## src/rtl/hbi_pkg.sv

```systemverilog
package hbi_pkg;
    parameter int DATA_W      = 8;
    parameter int ADDR_W      = 3;
    parameter int NUM_CH      = 2;
    parameter int NUM_REGS    = 1 << ADDR_W;
    parameter int CTRL_ADDR   = 4;
    parameter int IRQ_EN_BIT  = 3;
    localparam int CH_W       = (NUM_CH > 1) ? $clog2(NUM_CH) : 1;

    typedef logic [DATA_W-1:0] byte_t;
    typedef logic [ADDR_W-1:0] radr_t;
    typedef logic [CH_W-1:0]   ch_t;

    typedef struct packed {
        logic              rd_n;
        logic              wr_n;
        logic [NUM_CH-1:0] cs_n;
    } strobe_t;

    typedef struct packed {
        logic              rd_go;
        logic              rd_done;
        logic [NUM_CH-1:0] wr_go;
    } access_t;

    function automatic logic sel_ok(input logic [NUM_CH-1:0] cs_n);
        return $countones(~cs_n) == 1;
    endfunction

    function automatic ch_t sel_idx(input logic [NUM_CH-1:0] cs_n);
        ch_t idx = '0;
        for (int i = 0; i < NUM_CH; i++)
            if (!cs_n[i]) idx = CH_W'(i);
        return idx;
    endfunction
endpackage

```

## src/rtl/hbi_sync.sv

```systemverilog
module hbi_sync #(
    parameter int           W       = 1,
    parameter logic [W-1:0] RST_VAL = '0
) (
    input  logic         clk,
    input  logic         rst,
    input  logic [W-1:0] d,
    output logic [W-1:0] q
);
    logic [W-1:0] meta;

    always_ff @(posedge clk) begin
        if (rst) begin
            meta <= RST_VAL;
            q    <= RST_VAL;
        end else begin
            meta <= d;
            q    <= meta;
        end
    end
endmodule

```

## src/rtl/hbi_access_decode.sv

```systemverilog
module hbi_access_decode
    import hbi_pkg::*;
(
    input  logic    clk,
    input  logic    rst,
    input  strobe_t now_s,
    output access_t acc,
    output ch_t     ch_idx
);
    logic rd_prev, wr_prev;
    logic rd_fall, rd_rise, wr_rise, one_sel;

    always_ff @(posedge clk) begin
        if (rst) begin
            rd_prev <= 1'b1;
            wr_prev <= 1'b1;
        end else begin
            rd_prev <= now_s.rd_n;
            wr_prev <= now_s.wr_n;
        end
    end

    always_comb begin
        rd_fall     = rd_prev & ~now_s.rd_n;
        rd_rise     = ~rd_prev & now_s.rd_n;
        wr_rise     = ~wr_prev & now_s.wr_n;
        one_sel     = sel_ok(now_s.cs_n);
        acc.rd_go   = rd_fall & one_sel;
        acc.rd_done = rd_rise;
        acc.wr_go   = (wr_rise && one_sel) ? ~now_s.cs_n : '0;
        ch_idx      = sel_idx(now_s.cs_n);
    end

    // no write enable unless exactly one select is low
    a_r6_no_stray_write: assert property (@(posedge clk) disable iff (rst)
        !sel_ok(now_s.cs_n) |-> (acc.wr_go == '0));
    // at most one channel written per edge
    a_r2_single_channel: assert property (@(posedge clk) disable iff (rst)
        $onehot0(acc.wr_go));
endmodule

```

## src/rtl/hbi_chan_regs.sv

```systemverilog
module hbi_chan_regs
    import hbi_pkg::*;
#(
    parameter int CTRL_IDX = CTRL_ADDR,
    parameter int GATE_BIT = IRQ_EN_BIT
) (
    input  logic  clk,
    input  logic  rst,
    input  logic  wr_en,
    input  radr_t addr,
    input  byte_t wdata,
    output byte_t rdata,
    output logic  irq_en
);
    byte_t mem [NUM_REGS];

    always_ff @(posedge clk) begin
        if (rst) begin
            for (int i = 0; i < NUM_REGS; i++) mem[i] <= '0;
        end else if (wr_en) begin
            mem[addr] <= wdata;
        end
    end

    assign rdata  = mem[addr];
    assign irq_en = mem[CTRL_IDX][GATE_BIT];

    // a write lands at its own address
    a_r9_write_lands: assert property (@(posedge clk) disable iff (rst)
        wr_en |=> mem[$past(addr)] == $past(wdata));
    // gate bit follows a write to the control register
    a_r8_gate_tracks: assert property (@(posedge clk) disable iff (rst)
        (wr_en && addr == radr_t'(CTRL_IDX)) |=> irq_en == $past(wdata[GATE_BIT]));
endmodule

```

## src/rtl/hbi_dual_front.sv

```systemverilog
module hbi_dual_front
    import hbi_pkg::*;
(
    input  logic              clk,
    input  logic              rst,
    input  logic              cs_a_n,
    input  logic              cs_b_n,
    input  logic [ADDR_W-1:0] addr,
    input  logic              rd_n,
    input  logic              wr_n,
    input  logic [DATA_W-1:0] data_in,
    output logic [DATA_W-1:0] data_out,
    output logic              data_oe,
    input  logic              irq_a,
    input  logic              irq_b,
    output logic              int_a,
    output logic              int_a_oe,
    output logic              int_b,
    output logic              int_b_oe,
    output logic              aux_a_n,
    output logic              aux_b_n
);
    localparam int STB_W = $bits(strobe_t);
    localparam int AD_W  = ADDR_W + DATA_W;

    strobe_t           raw_s, now_s;
    logic [AD_W-1:0]   raw_ad, now_ad;
    radr_t             addr_s;
    byte_t             wdata_s;
    access_t           acc;
    ch_t               ch_idx;
    byte_t             bank_rd [NUM_CH];
    logic [NUM_CH-1:0] irq_en, irq_req, int_val;
    byte_t             hold_q;
    logic              oe_q;

    assign raw_s  = '{rd_n: rd_n, wr_n: wr_n, cs_n: {cs_b_n, cs_a_n}};
    assign raw_ad = {addr, data_in};
    assign {addr_s, wdata_s} = now_ad;

    hbi_sync #(.W(STB_W), .RST_VAL({STB_W{1'b1}})) u_sync_ctl (
        .clk(clk), .rst(rst), .d(raw_s), .q(now_s));

    hbi_sync #(.W(AD_W), .RST_VAL('0)) u_sync_dat (
        .clk(clk), .rst(rst), .d(raw_ad), .q(now_ad));

    hbi_access_decode u_dec (
        .clk(clk), .rst(rst), .now_s(now_s), .acc(acc), .ch_idx(ch_idx));

    assign irq_req = {irq_b, irq_a};

    for (genvar g = 0; g < NUM_CH; g++) begin : g_ch
        hbi_chan_regs u_regs (
            .clk(clk), .rst(rst), .wr_en(acc.wr_go[g]), .addr(addr_s),
            .wdata(wdata_s), .rdata(bank_rd[g]), .irq_en(irq_en[g]));
        assign int_val[g] = irq_en[g] & irq_req[g];
    end

    always_ff @(posedge clk) begin
        if (rst) begin
            oe_q   <= 1'b0;
            hold_q <= '0;
        end else if (acc.rd_go) begin
            oe_q   <= 1'b1;
            hold_q <= bank_rd[ch_idx];
        end else if (acc.rd_done) begin
            oe_q   <= 1'b0;
            hold_q <= '0;
        end
    end

    assign data_out = hold_q;
    assign data_oe  = oe_q;
    assign int_a    = int_val[0];
    assign int_b    = int_val[1];
    assign int_a_oe = irq_en[0];
    assign int_b_oe = irq_en[1];
    assign aux_a_n  = ~irq_en[0];
    assign aux_b_n  = ~irq_en[1];

    // bus released the cycle after the read strobe rises
    a_r5_bus_release: assert property (@(posedge clk) disable iff (rst)
        acc.rd_done |=> !data_oe && data_out == '0);
    // read value held steady while the bus is driven
    a_r4_read_hold: assert property (@(posedge clk) disable iff (rst)
        (data_oe && !acc.rd_done && !acc.rd_go) |=> $stable(data_out));
    // a read without a unique select never drives the bus
    a_r6_no_dual_read: assert property (@(posedge clk) disable iff (rst)
        (!data_oe && !sel_ok(now_s.cs_n)) |=> !data_oe);
endmodule

```

## config.mk

```make
export PLATFORM = sky130hd
export DESIGN_NAME = hbi_dual_front
export DESIGN_NICKNAME = d
export VERILOG_FILES = /design/src/rtl/hbi_pkg.sv /design/src/rtl/hbi_sync.sv /design/src/rtl/hbi_access_decode.sv /design/src/rtl/hbi_chan_regs.sv /design/src/rtl/hbi_dual_front.sv
export SDC_FILE = /design/constraint.sdc
export NUM_CORES = 1
export LEC_CHECK = 0
export BUFFER_PORTS_ARGS = -buffer_cell sky130_fd_sc_hd__buf_2
export CAP_MARGIN = 25
export CORE_MARGIN = 2
export CORE_UTILIZATION = 30
export CTS_CLUSTER_SIZE = 14
export DETAILED_ROUTE_END_ITERATION = 16
export HOLD_SLACK_MARGIN = 0.08
export MAX_ROUTING_LAYER = met4
export PLACE_DENSITY_LB_ADDON = 0.1
export SLEW_MARGIN = 10
export SYNTH_ARGS = -nofsm -noshare
export SYNTH_HDL_FRONTEND = slang
export SYNTH_SLANG_ARGS = --single-unit
```

## constraint.sdc

```tcl
create_clock -name clk -period 1.95 [get_ports clk]
set_input_delay 0.39 -clock clk [delete_from_list [all_inputs] [get_ports clk]]
set_output_delay 0.39 -clock clk [all_outputs]
set_load 0.01 [all_outputs]
```

* Word level (Yosys, flattened, before mapping) *
Memories as Yosys holds them, arrays and structs flattened. A register that Yosys moved wholly into a read port is not among the register bits.
Index checks and enable logic that the tools add are counted.

storage, ports and cells
  register bits = 41
  bits in writable memories = 128
  input bits = 19
  output and inout bits = 15
  word-level logic and storage cells = 55
  memories = 2

memory list
  memory              words  width  read ports  clocked after Yosys merged registers in  write ports  line                 source
  g_ch[0].u_regs.mem  8      8      2           1                                        8            hbi_chan_regs.sv:15  byte_t mem [NUM_REGS];
  g_ch[1].u_regs.mem  8      8      2           1                                        8            hbi_chan_regs.sv:15

cells by class
  add/subtract/negate cells = 1
  $lt $le $gt $ge = 1
  equal/unequal tests = 1
  multiplexer cells = 25
  bitwise operators = 13
  reductions and logical operators = 4

operator list
  operator             count
  $mux 8               7
  $eq 32x2->1 const B  1
  $reduce_or 8->1      2
  $mux 1               13
  $mux 3               4
  $and 1x1->1          6
  $not 1->1            5
  $add 1x1->2          1
  $ge 2x2->1 const B   1
  $mux 2               1
  $not 1->2            1
  $not 2->2            1
  $reduce_bool 2->1    1
  $logic_and 1x1->1    1

* Depth between registers and ports, before layout *
Gate-level depths: netlist of the first run.

  depth in word-level cells = 10
  mapped depth = 7
  gate-level depth less buffers = 5

* Cells and area by module *
From an unflattened synthesis of the first run, not the netlist that was laid out.

unflattened totals
  cell total of the unflattened synthesis = 507
  area, all modules = 7403.4 µm²

by module, submodules not included
  module                           instances  cells an instance  area each (µm²)  sequential area each (µm²)
  hbi_chan_regs at g_ch[1].u_regs  1          198                3027.9           1921.8
  hbi_chan_regs at g_ch[0].u_regs  1          192                2979.1           1921.8
  hbi_sync at u_sync_dat           1          46                 640.6            440.4
  hbi_dual_front                   1          44                 426.7            180.2
  hbi_sync at u_sync_ctl           1          16                 210.2            160.2
  hbi_access_decode                1          11                 118.9            40.0

* Least setup slack after synthesis of the first run *
OpenSTA, ideal clock, no wires.

  kind = input to register
  start = in rst
  end = mem g_ch[0].u_regs.mem[4][0] (netlist bit), enable pin
  setup time = 310 ps
  arrival = 1583 ps
  data required time = 1640 ps
  setup slack = 58 ps
  stages on the path = 4
  path buffers = 0
  path through = nor3b_1 nand3_1 nor3_1 or2_2

RTL lines
  element      line                 source
  from (decl)  hbi_dual_front.sv:5  input logic rst,
  to (decl)    hbi_chan_regs.sv:15

==> impl_metrics.env, run 1 <==
export IMPL_status="completed"
export IMPL_ctsHoldBuffers=0
export IMPL_die_area_mm2=0.0254
export IMPL_cts_buffers=17
export IMPL_layout_common_cells="and2_1, edfxtp_1, buf_4"
export IMPL_synth_area_top_cells="edfxtp_1, dfxtp_1, and2_1, mux2i_1, or2_2"
export IMPL_reg2reg_to="data_out[1]$_SDFFE_PP0P_"
export IMPL_yosysSeqAreaShare=0.643
export IMPL_grt_pass1_vias=4728
export IMPL_clkLatencyLatePin_ns=0.43
export IMPL_die_h_um=159
export IMPL_setup_violations_final=0
export IMPL_syn_area_per_cell_um2=12.6
export IMPL_final_layout_size_suffix_gt1_frac=0.264
export IMPL_worstSetupPathType="flip-flop to flip-flop"
export IMPL_max_slew_worst_pin_slew_ns=0.424
export IMPL_end_kind="flip-flop"
export IMPL_r2r_slack_ns=0.05
export IMPL_min_to="u_sync_ctl.meta[2]$_SDFF_PP1_"
export IMPL_skew_ns=0.0111
export IMPL_synth_area_mm2=0.00725
export IMPL_whs_path_depth=2
export IMPL_io_pins=34
export IMPL_grt_max_degree=28
export IMPL_layout_setup_ws_ns=0.0547
export IMPL_power_leakage_nw=3.29
export IMPL_async_reset_ff_frac=0
export IMPL_routabilityCongestion=0.889
export IMPL_arrival_ns=2.25
export IMPL_grt_ovfl_total=0
export IMPL_rows=56
export IMPL_period_share=0.972
export IMPL_clk_pin_slew_ns=0.07
export IMPL_hpwl_um=13600
export IMPL_synth_top_area_frac=0.530
export IMPL_grt_pass1_wl_um=30100
export IMPL_syn_num_nets=595
export IMPL_fillers=2314
export IMPL_drt_pass1_iter_count=4
export IMPL_synth_ff_type="edfxtp_1"
export IMPL_core_area_mm2=0.0236
export IMPL_die_w_um=159
export IMPL_max_clock_freq_mhz=528
export IMPL_wire_per_inst_um=20.3
export IMPL_routed_via_density=4.71
export IMPL_worst_endpoint_required_ns=2.30
export IMPL_preCtsSetupSlack_ns=-0.214
export IMPL_fin_crit_ns=1.90
export IMPL_yosysTopAreaCell="edfxtp_1"
export IMPL_r2r_cells=8
export IMPL_wl_um=20000
export IMPL_ant_nets=0
export IMPL_min_delay_start="wr_n"
export IMPL_relSlewSlack=0.715
export IMPL_cts_tree="yes"
export IMPL_io_buffers=33
export IMPL_layout_nets=676
export IMPL_drc_errors=0
export IMPL_rsz0062_at_grt="yes"
export IMPL_slew_viol_final=0
export IMPL_area_growth_pct=21.5
export IMPL_clockBufferDepth=2
export IMPL_hp_class="input pin to flip-flop"
export IMPL_cts_root_buf="clkbuf_16"
export IMPL_maxCapViolCount=0
export IMPL_hold_viol=0
export IMPL_grt_usage=0.167
export IMPL_num_antenna_cells=0
export IMPL_cts_sinks=169
export IMPL_synth_distinct_cells=41
export IMPL_drt_iter0_markers=366
export IMPL_htree_levels=4
export IMPL_synth_edff_count=128
export IMPL_antenna_found_initial=0
export IMPL_syn_instance_count=576
export IMPL_peakVddDrop_uv=508
export IMPL_layout_commonest_cell="and2_1"
export IMPL_start_util=0.307
export IMPL_ys_warn_count=0
export IMPL_hold_ws_ns=0.132
export IMPL_cp_start_kind="flip-flop"
export IMPL_path_max_fanout=13
export IMPL_powerDensity_mw_per_mm2=890
export IMPL_vias=4655
export IMPL_synth_seq_cells=169
export IMPL_worstReg2RegStart="u_sync_dat.q[8]$_SDFF_PP0_"
-- report_power, final --
part	switching, mW	internal [mW]
logic	0.298	0.193
registers	0.0564	3.98
clock network	1.59	1.72
-- area by class of cell --
cell class	count	area, um^2	area share
Clock inverter	14	128	0.0145
Tap cell	319	399	0.0453
Multi-Input combinational cell	367	2470	0.280
Inverter	7	26.3	0.00298
Clock buffer	18	439	0.0498
Sequential cell	169	4670	0.530
Timing Repair Buffer	95	678	0.0769
-- sequential cells by signal, summed over array words and instances, names as in the netlist --
register and flops:
data_out 8, data_oe 1, u_dec.wr_prev 1, u_sync_ctl.q 4, u_sync_dat.meta 11, g_ch.u_regs.mem 128
u_sync_ctl.meta 4, u_sync_dat.q 11, u_dec.rd_prev 1
-- metrics by stage --
step	power [mW]	utilization	std cells	setup TNS [ns]	area, um^2
finish	7.84	0.373	989	0	8810
global route	8.10	0.373	989	-0.0102	8810
CTS	7.90	0.371	989	0	8770
detailed placement	4.59	0.345	954	-12.36	8140
global placement	4.59	0.344	953	-23.08	8130
floorplan	4.35	-	576	0	7250
-- worst max-delay path: stages (launching register included) --
cell	delay, ns
dfxtp_4	0.42
buf_12	0.17
nor2b_1	0.37
a22oi_2	0.14
nor2_1	0.17
a2111oi_2	0.07
buf_2	0.16
buf_4	0.13
o31ai_1	0.17
-- cell families (layout without fill, tap and decap cells) --
logic type / count (synthesis) / in the layout / synth area share
xor+xnor: 1 / 1 / 0.00121
buf+inv: 40 / 134 / 0.0241
mux: 42 / 42 / 0.0661
flops: 169 / 169 / 0.643
compound gates: 67 / 67 / 0.0623
simple gates: 257 / 257 / 0.203
-- cells in the mapped netlist (all sizes together), types with 3 or more instances --
cell,count
and2,131
edfxtp,128
dfxtp,41
mux2i,31
or2,27
nor2,26
nor2b,26
nand2,23
clkbuf,19
buf,14
o21ai,13
a21oi,11
nand3,8
mux2,7
nor3,7
o31ai,7
inv,6
a221oi,5
a22oi,5
a211oi,4
a31oi,4
mux4,4
o22ai,4
a2111oi,3
nand2b,3
o211ai,3
-- worst max-delay path by stage --
stage,start,slack (ns),to
2_1_floorplan,rst,0.06,g_ch[0].u_regs.mem[4][0]$_SDFFCE_PN0P_
3_3_place_gp,u_sync_dat.q[10]$_SDFF_PP0_,-0.54,data_out[1]$_SDFFE_PP0P_
4_1_cts,u_sync_dat.q[8]$_SDFF_PP0_,0.02,data_out[1]$_SDFFE_PP0P_
5_1_grt,u_sync_dat.q[8]$_SDFF_PP0_,-0.01,data_out[1]$_SDFFE_PP0P_
3_5_place_dp,u_sync_dat.q[8]$_SDFF_PP0_,-0.21,data_out[5]$_SDFFE_PP0P_
6_report,u_sync_dat.q[8]$_SDFF_PP0_,0.05,data_out[1]$_SDFFE_PP0P_
-- routing by layer --
layer	part of all wire	GRT usage	vias up	wire length (um)
met5	0	-	-	0
met4	0.016	0.0479	0	317
met3	0.040	0.0318	24	808
li1	-	-	2203	-
met1	0.48	0.230	2315	9700
met2	0.46	0.252	113	9220
-- timing repair --
| action | 4_1_cts | 5_1_grt |
|---|---|---|
| setup endpoints to repair | 18 | 6 |
| buffers inserted | 2 | 0 |
| cloned | 1 | 0 |
| hold endpoints to repair | 0 | 0 |
| gates resized for setup | 6 | 10 |
| pin swaps | 0 | 0 |
No activity file was read; power rests on OpenSTA's default activity.
==> inputs of run 2 (changes only) <==
Settings changed: CORE_MARGIN 2 to default.
==> run 2 against run 1 <==
Effect of this change: routed wire length down 2.2%; clock skew down 0.0015 ns; register-to-register slack gained 0.04 ns; worst setup slack gained 0.039 ns; largest cell class unchanged; utilization fell by 0.17 points; via count shrank 0.97%; sequential cell count is the same; sequential power about the same; critical path type unchanged; first-iteration DRC count shrank 14%; cell count fell by 0.40%; combinational power fell by 4%.
==> impl_metrics.env, run 2 (same netlist as run 1, synthesis figures left out) <==
export IMPL_ant_nets=0
export IMPL_path_buf_inv=1
export IMPL_num_antenna_cells=0
export IMPL_hpwl_um=13600
export IMPL_layout_nets=672
export IMPL_peakVddDrop_uv=477
export IMPL_setup_violations_final=0
export IMPL_wl_um=19600
export IMPL_grt_ovfl_total=0
export IMPL_path_max_fanout=16
export IMPL_cts_tree="yes"
export IMPL_top_register="g_ch.u_regs.mem"
export IMPL_skew_ns=0.00963
export IMPL_drc_errors=0
export IMPL_final_cells=985
export IMPL_start_util=0.307
export IMPL_reg_largest_list="g_ch.u_regs.mem x128, u_sync_dat.meta x11, u_sync_dat.q x11"
export IMPL_die_area_mm2=0.0248
export IMPL_hp_class="input pin to flip-flop"
export IMPL_end_kind="flip-flop"
export IMPL_fin_crit_ns=1.86
export IMPL_cp_slowest_stage_delay_ns=0.48
export IMPL_setup_tns_ns=0
export IMPL_powerDensity_mw_per_mm2=892
export IMPL_grt_usage=0.174
export IMPL_routabilityCongestion=0.852
export IMPL_cp_cell_sequence="buf_12 -> mux2_2 -> a221oi_1 -> nor2_1 -> o31ai_1 -> o21ai_0"
export IMPL_cts_root_buf="clkbuf_16"
export IMPL_cp_slowest_cell="dfxtp_4"
export IMPL_rows=56
export IMPL_power_leakage_nw=3.26
export IMPL_die_h_um=157
export IMPL_cp_start_kind="flip-flop"
export IMPL_grt_max_degree=30
export IMPL_clk_pin_slew_ns=0.07
export IMPL_final_layout_size_suffix_gt1_frac=0.257
export IMPL_drt_iter0_markers=314
export IMPL_clockBufferDepth=2
export IMPL_postCtsSetupBuffers=0
export IMPL_max_clock_freq_mhz=539
export IMPL_layout_commonest_cell="and2_1"
export IMPL_io_buffers=33
export IMPL_largest_reg_flops=128
export IMPL_placed_area_mm2=0.00814
export IMPL_crit_family="compound AO/OA/AOI/OAI gates"
export IMPL_relSlewSlack=0.723
export IMPL_arrival_ns=2.17
export IMPL_post_route_util=0.372
export IMPL_core_area_mm2=0.0236
export IMPL_stdcell_area_mm2=0.00877
export IMPL_status="completed"
export IMPL_cts_sinks=169
export IMPL_routed_via_density=4.68
export IMPL_wire_per_inst_um=19.9
export IMPL_max_slew_worst_pin_slew_ns=0.413
export IMPL_worst_endpoint_required_ns=2.26
export IMPL_area_growth_pct=20.9
export IMPL_grt_pass1_vias=4558
export IMPL_maxCapViolCount=0
export IMPL_layout_setup_ws_ns=0.0934
export IMPL_grt_pass1_wl_um=29200
export IMPL_die_w_um=157
export IMPL_placed_cells=953
export IMPL_htree_levels=4
export IMPL_clkLatencyLatePin_ns=0.43
export IMPL_hold_ws_ns=0.133
export IMPL_finalPower_mw=7.82
export IMPL_rsz0062_at_grt="no"
export IMPL_cts_buffers=17
export IMPL_vias=4610
export IMPL_preCtsSetupSlack_ns=-0.411
export IMPL_slew_viol_final=0
export IMPL_worstSetupPathType="flip-flop to flip-flop"
export IMPL_antenna_found_initial=0
export IMPL_drt_pass1_iter_count=4
export IMPL_fillers=2328
export IMPL_period_share=0.952
export IMPL_hold_viol=0
export IMPL_io_pins=34
export IMPL_layout_common_cells="and2_1, edfxtp_1, buf_4"
run 2: cell count changes in the layout (fill, tap and decap cells not counted), sizes merged:
cell,change
bufbuf,-1
buf,-3
clkinv,+1
clkbuf,-1
run 2: path summary, 6_finish.rpt:
| check | start | to | slack, ns | depth (start not counted) |
|---|---|---|---|---|
| worst max-delay path | u_sync_dat.q[8]$_SDFF_PP0_ | data_out[2]$_SDFFE_PP0P_ | 0.09 | 6 |
| worst min-delay path | rd_n | u_sync_ctl.meta[3]$_SDFF_PP1_ | 0.13 | 2 |
| worst max register to register | u_sync_dat.q[8]$_SDFF_PP0_ | data_out[2]$_SDFFE_PP0P_ | 0.09 | 6 |
| worst min register to register | u_sync_ctl.meta[2]$_SDFF_PP1_ | u_sync_ctl.q[2]$_SDFF_PP1_ | 0.42 | 1 |
run 2: cell type report:
type                            instances  area [um^2]  share of cell area
Clock buffer                           17          425              0.0485
Multi-Input combinational cell        367         2460               0.281
Timing Repair Buffer                   91          638              0.0727
Clock inverter                         15          153              0.0174
Inverter                                7         26.3             0.00300
Tap cell                              319          399              0.0455
Sequential cell                       169         4670               0.532
run 2: layer usage:
layer / vias to the layer above / wire, um / track usage
met5: - / 0 / -
met4: 0 / 202 / 0.0462
met3: 13 / 762 / 0.0377
met2: 99 / 8790 / 0.253
met1: 2298 / 9860 / 0.244
li1: 2200 / - / -
run 2: repair_timing:
action                                  4_1_cts  5_1_grt
endpoints found under the setup margin       28       11
hold buffers                                  0        0
gates resized for setup                       4        8
run 2: worst reg2reg max path: stages, from the launching register on:
cell and delay, ns:
dfxtp_4 0.48, buf_12 0.20, mux2_2 0.36, a221oi_1 0.28, nor2_1 0.10, o31ai_1 0.22, o21ai_0 0.10
run 2: where the power goes:
part / leakage (nW) / switching (mW) / internal (mW)
clock: 0.288 / 1.59 / 1.71
combinational: 1.33 / 0.289 / 0.184
sequential: 1.64 / 0.0578 / 3.98
total: 3.26 / 1.94 / 5.88
==> inputs of run 3 (changes only) <==
Settings changed: ABC_AREA from default to 0, CORE_UTILIZATION 30 to 40.
==> run 3 against run 2 <==
Effect of this change: hold slack gained 0.017 ns; critical path depth shrank 1; utilization rose by 12 points; via count stayed put; sequential power barely moved; sequential share of layout area up 1.5 points; count of clock-buffer cells in the layout is 4 higher; first-iteration DRC count rose by 5.7%; final area decreased by 2.7%; register-to-register slack got worse by 0.04 ns; clock power fell by 3%; cell count fell by 10%; highest routed layer unchanged.
==> impl_metrics.env, run 3 (same netlist as run 1, synthesis figures left out) <==
export IMPL_wire_per_inst_um=20.7
export IMPL_hold_ws_ns=0.150
export IMPL_largest_reg_flops=128
export IMPL_hpwl_um=12400
export IMPL_grt_ovfl_total=0
export IMPL_routabilityCongestion=0.844
export IMPL_arrival_ns=2.19
export IMPL_slew_viol_final=0
export IMPL_num_antenna_cells=0
export IMPL_preCtsSetupSlack_ns=-0.0154
export IMPL_ctsHoldBuffers=0
export IMPL_die_h_um=137
export IMPL_fin_crit_ns=1.90
export IMPL_highest_layer="met4"
export IMPL_r2r_slack_ns=0.05
export IMPL_status="completed"
export IMPL_die_w_um=137
export IMPL_final_layout_size_suffix_gt1_frac=0.242
export IMPL_area_growth_pct=17.6
export IMPL_antenna_found_initial=0
export IMPL_skew_ns=0.00800
export IMPL_relSlewSlack=0.389
export IMPL_grt_usage=0.218
export IMPL_peakVddDrop_uv=552
export IMPL_cts_tree="yes"
export IMPL_reg2reg_to="data_out[3]$_SDFFE_PP0P_"
export IMPL_clk_pin_slew_ns=0.06
export IMPL_layout_commonest_cell="and2_1"
export IMPL_start_util=0.415
export IMPL_max_clock_freq_mhz=526
export IMPL_critPathCapture="data_out[3]$_SDFFE_PP0P_"
export IMPL_period_share=0.974
export IMPL_setup_violations_final=0
export IMPL_path_max_fanout=21
export IMPL_setup_tns_ns=0
export IMPL_rsz0062_at_grt="no"
export IMPL_placed_area_mm2=0.00795
export IMPL_grt_pass1_wl_um=27700
export IMPL_worstSetupPathType="flip-flop to flip-flop"
export IMPL_postCtsSetupBuffers=0
export IMPL_r2r_cells=5
export IMPL_die_area_mm2=0.0187
export IMPL_io_buffers=33
export IMPL_drt_pass1_iter_count=4
export IMPL_powerDensity_mw_per_mm2=903
export IMPL_drt_iter0_markers=332
export IMPL_top_register="g_ch.u_regs.mem"
export IMPL_end_kind="flip-flop"
export IMPL_layout_nets=663
export IMPL_core_area_mm2=0.0175
export IMPL_vias=4610
export IMPL_grt_max_degree=36
export IMPL_fillers=1547
export IMPL_max_slew_worst_pin_slew_ns=0.909
export IMPL_ant_nets=0
export IMPL_clockBufferDepth=2
export IMPL_clkLatencyLatePin_ns=0.42
export IMPL_wl_um=18200
export IMPL_stdcell_area_mm2=0.00853
export IMPL_cp_start_kind="flip-flop"
export IMPL_io_pins=34
export IMPL_hold_viol=0
export IMPL_layout_common_cells="and2_1, edfxtp_1, buf_4"
export IMPL_wl_met2_um=8200
export IMPL_post_route_util=0.488
export IMPL_worstReg2RegStart="u_sync_dat.q[10]$_SDFF_PP0_"
export IMPL_routed_via_density=5.23
export IMPL_rows=48
export IMPL_reg_largest_list="g_ch.u_regs.mem x128, u_sync_dat.meta x11, u_sync_dat.q x11"
export IMPL_hp_class="input pin to flip-flop"
export IMPL_layout_setup_ws_ns=0.0501
export IMPL_htree_levels=4
export IMPL_crit_start="u_sync_dat.q[10]$_SDFF_PP0_"
export IMPL_wl_met3_um=758
export IMPL_cts_root_buf="clkbuf_16"
export IMPL_drc_errors=0
export IMPL_cts_buffers=17
export IMPL_grt_pass1_vias=4592
export IMPL_maxCapViolCount=0
export IMPL_cts_sinks=169
export IMPL_detail_route_wirelength_met1_um=8860
export IMPL_worst_endpoint_required_ns=2.24
export IMPL_power_leakage_nw=3.20
[run 3: changes by cell type in the layout (fill, tap and decap cells not counted), moves of 2 or more]
cell,before,now
inv_4,1,3
buf_4,55,47
a2111oi_1,0,2
a2111oi_2,2,0
inv_8,5,1
clkbuf_8,0,2
clkinv_4,2,4
clkinv_8,2,0
inv_6,4,1
[run 3: what timing repair did]
| item | 4_1_cts | 5_1_grt |
|---|---|---|
| setup endpoints to repair | 2 | 32 |
| pin swaps | 0 | 0 |
| gates cloned | 0 | 0 |
| resized for setup | 2 | 5 |
[run 3: per-stage QoR]
stage                     cells  power [mW]
after floorplan             576        4.35
after global placement      850        4.56
after detailed placement    850        4.56
after CTS                   882        7.74
after global routing        882        7.94
final                       882        7.70
[run 3: worst min path at each step]
| stage | from | endpoint | cells past startpoint |
|---|---|---|---|
| 3_3_place_gp | u_sync_ctl.meta[3]$_SDFF_PP1_ | u_sync_ctl.q[3]$_SDFF_PP1_ | 1 |
| 5_1_grt | wr_n | u_sync_ctl.meta[2]$_SDFF_PP1_ | 2 |
| 4_1_cts | wr_n | u_sync_ctl.meta[2]$_SDFF_PP1_ | 2 |
| 2_1_floorplan | u_sync_ctl.meta[0]$_SDFF_PP1_ | u_sync_ctl.q[0]$_SDFF_PP1_ | 1 |
| 3_5_place_dp | u_sync_ctl.meta[3]$_SDFF_PP1_ | u_sync_ctl.q[3]$_SDFF_PP1_ | 1 |
| 6_report | wr_n | u_sync_ctl.meta[2]$_SDFF_PP1_ | 2 |
[run 3: final cells by class]
cell class / count / area, um^2 / share of cell area
flip-flops and latches: 169 / 4670 / 0.547
multi-input cells: 367 / 2430 / 0.285
repair buffers: 82 / 558 / 0.0654
clock buffers: 21 / 483 / 0.0566
well taps: 225 / 282 / 0.0330
clock inverters: 11 / 83.8 / 0.00982
inverters: 7 / 26.3 / 0.00308
[run 3: worst max-delay path: stages, from the launching register on]
cell and delay [ns]:
dfxtp_2 0.48, buf_12 0.22, mux2i_1 0.31, o2bb2ai_1 0.12, a2111oi_1 0.51, o31ai_1 0.12
[run 3: per-layer routing]
| layer | vias up | global-route usage |
|---|---|---|
| met3 | 28 | 0.0307 |
| met5 | - | - |
| met1 | 2284 | 0.303 |
| met4 | 0 | 0.0809 |
| li1 | 2172 | - |
| met2 | 126 | 0.325 |
[run 3: where the power goes]
| part | switching [mW] | internal, mW | total (mW) |
|---|---|---|---|
| Clock | 1.41 | 1.80 | 3.21 |
| Combinational | 0.275 | 0.170 | 0.445 |
| Sequential | 0.0577 | 3.99 | 4.04 |
| Total | 1.75 | 5.95 | 7.70 |
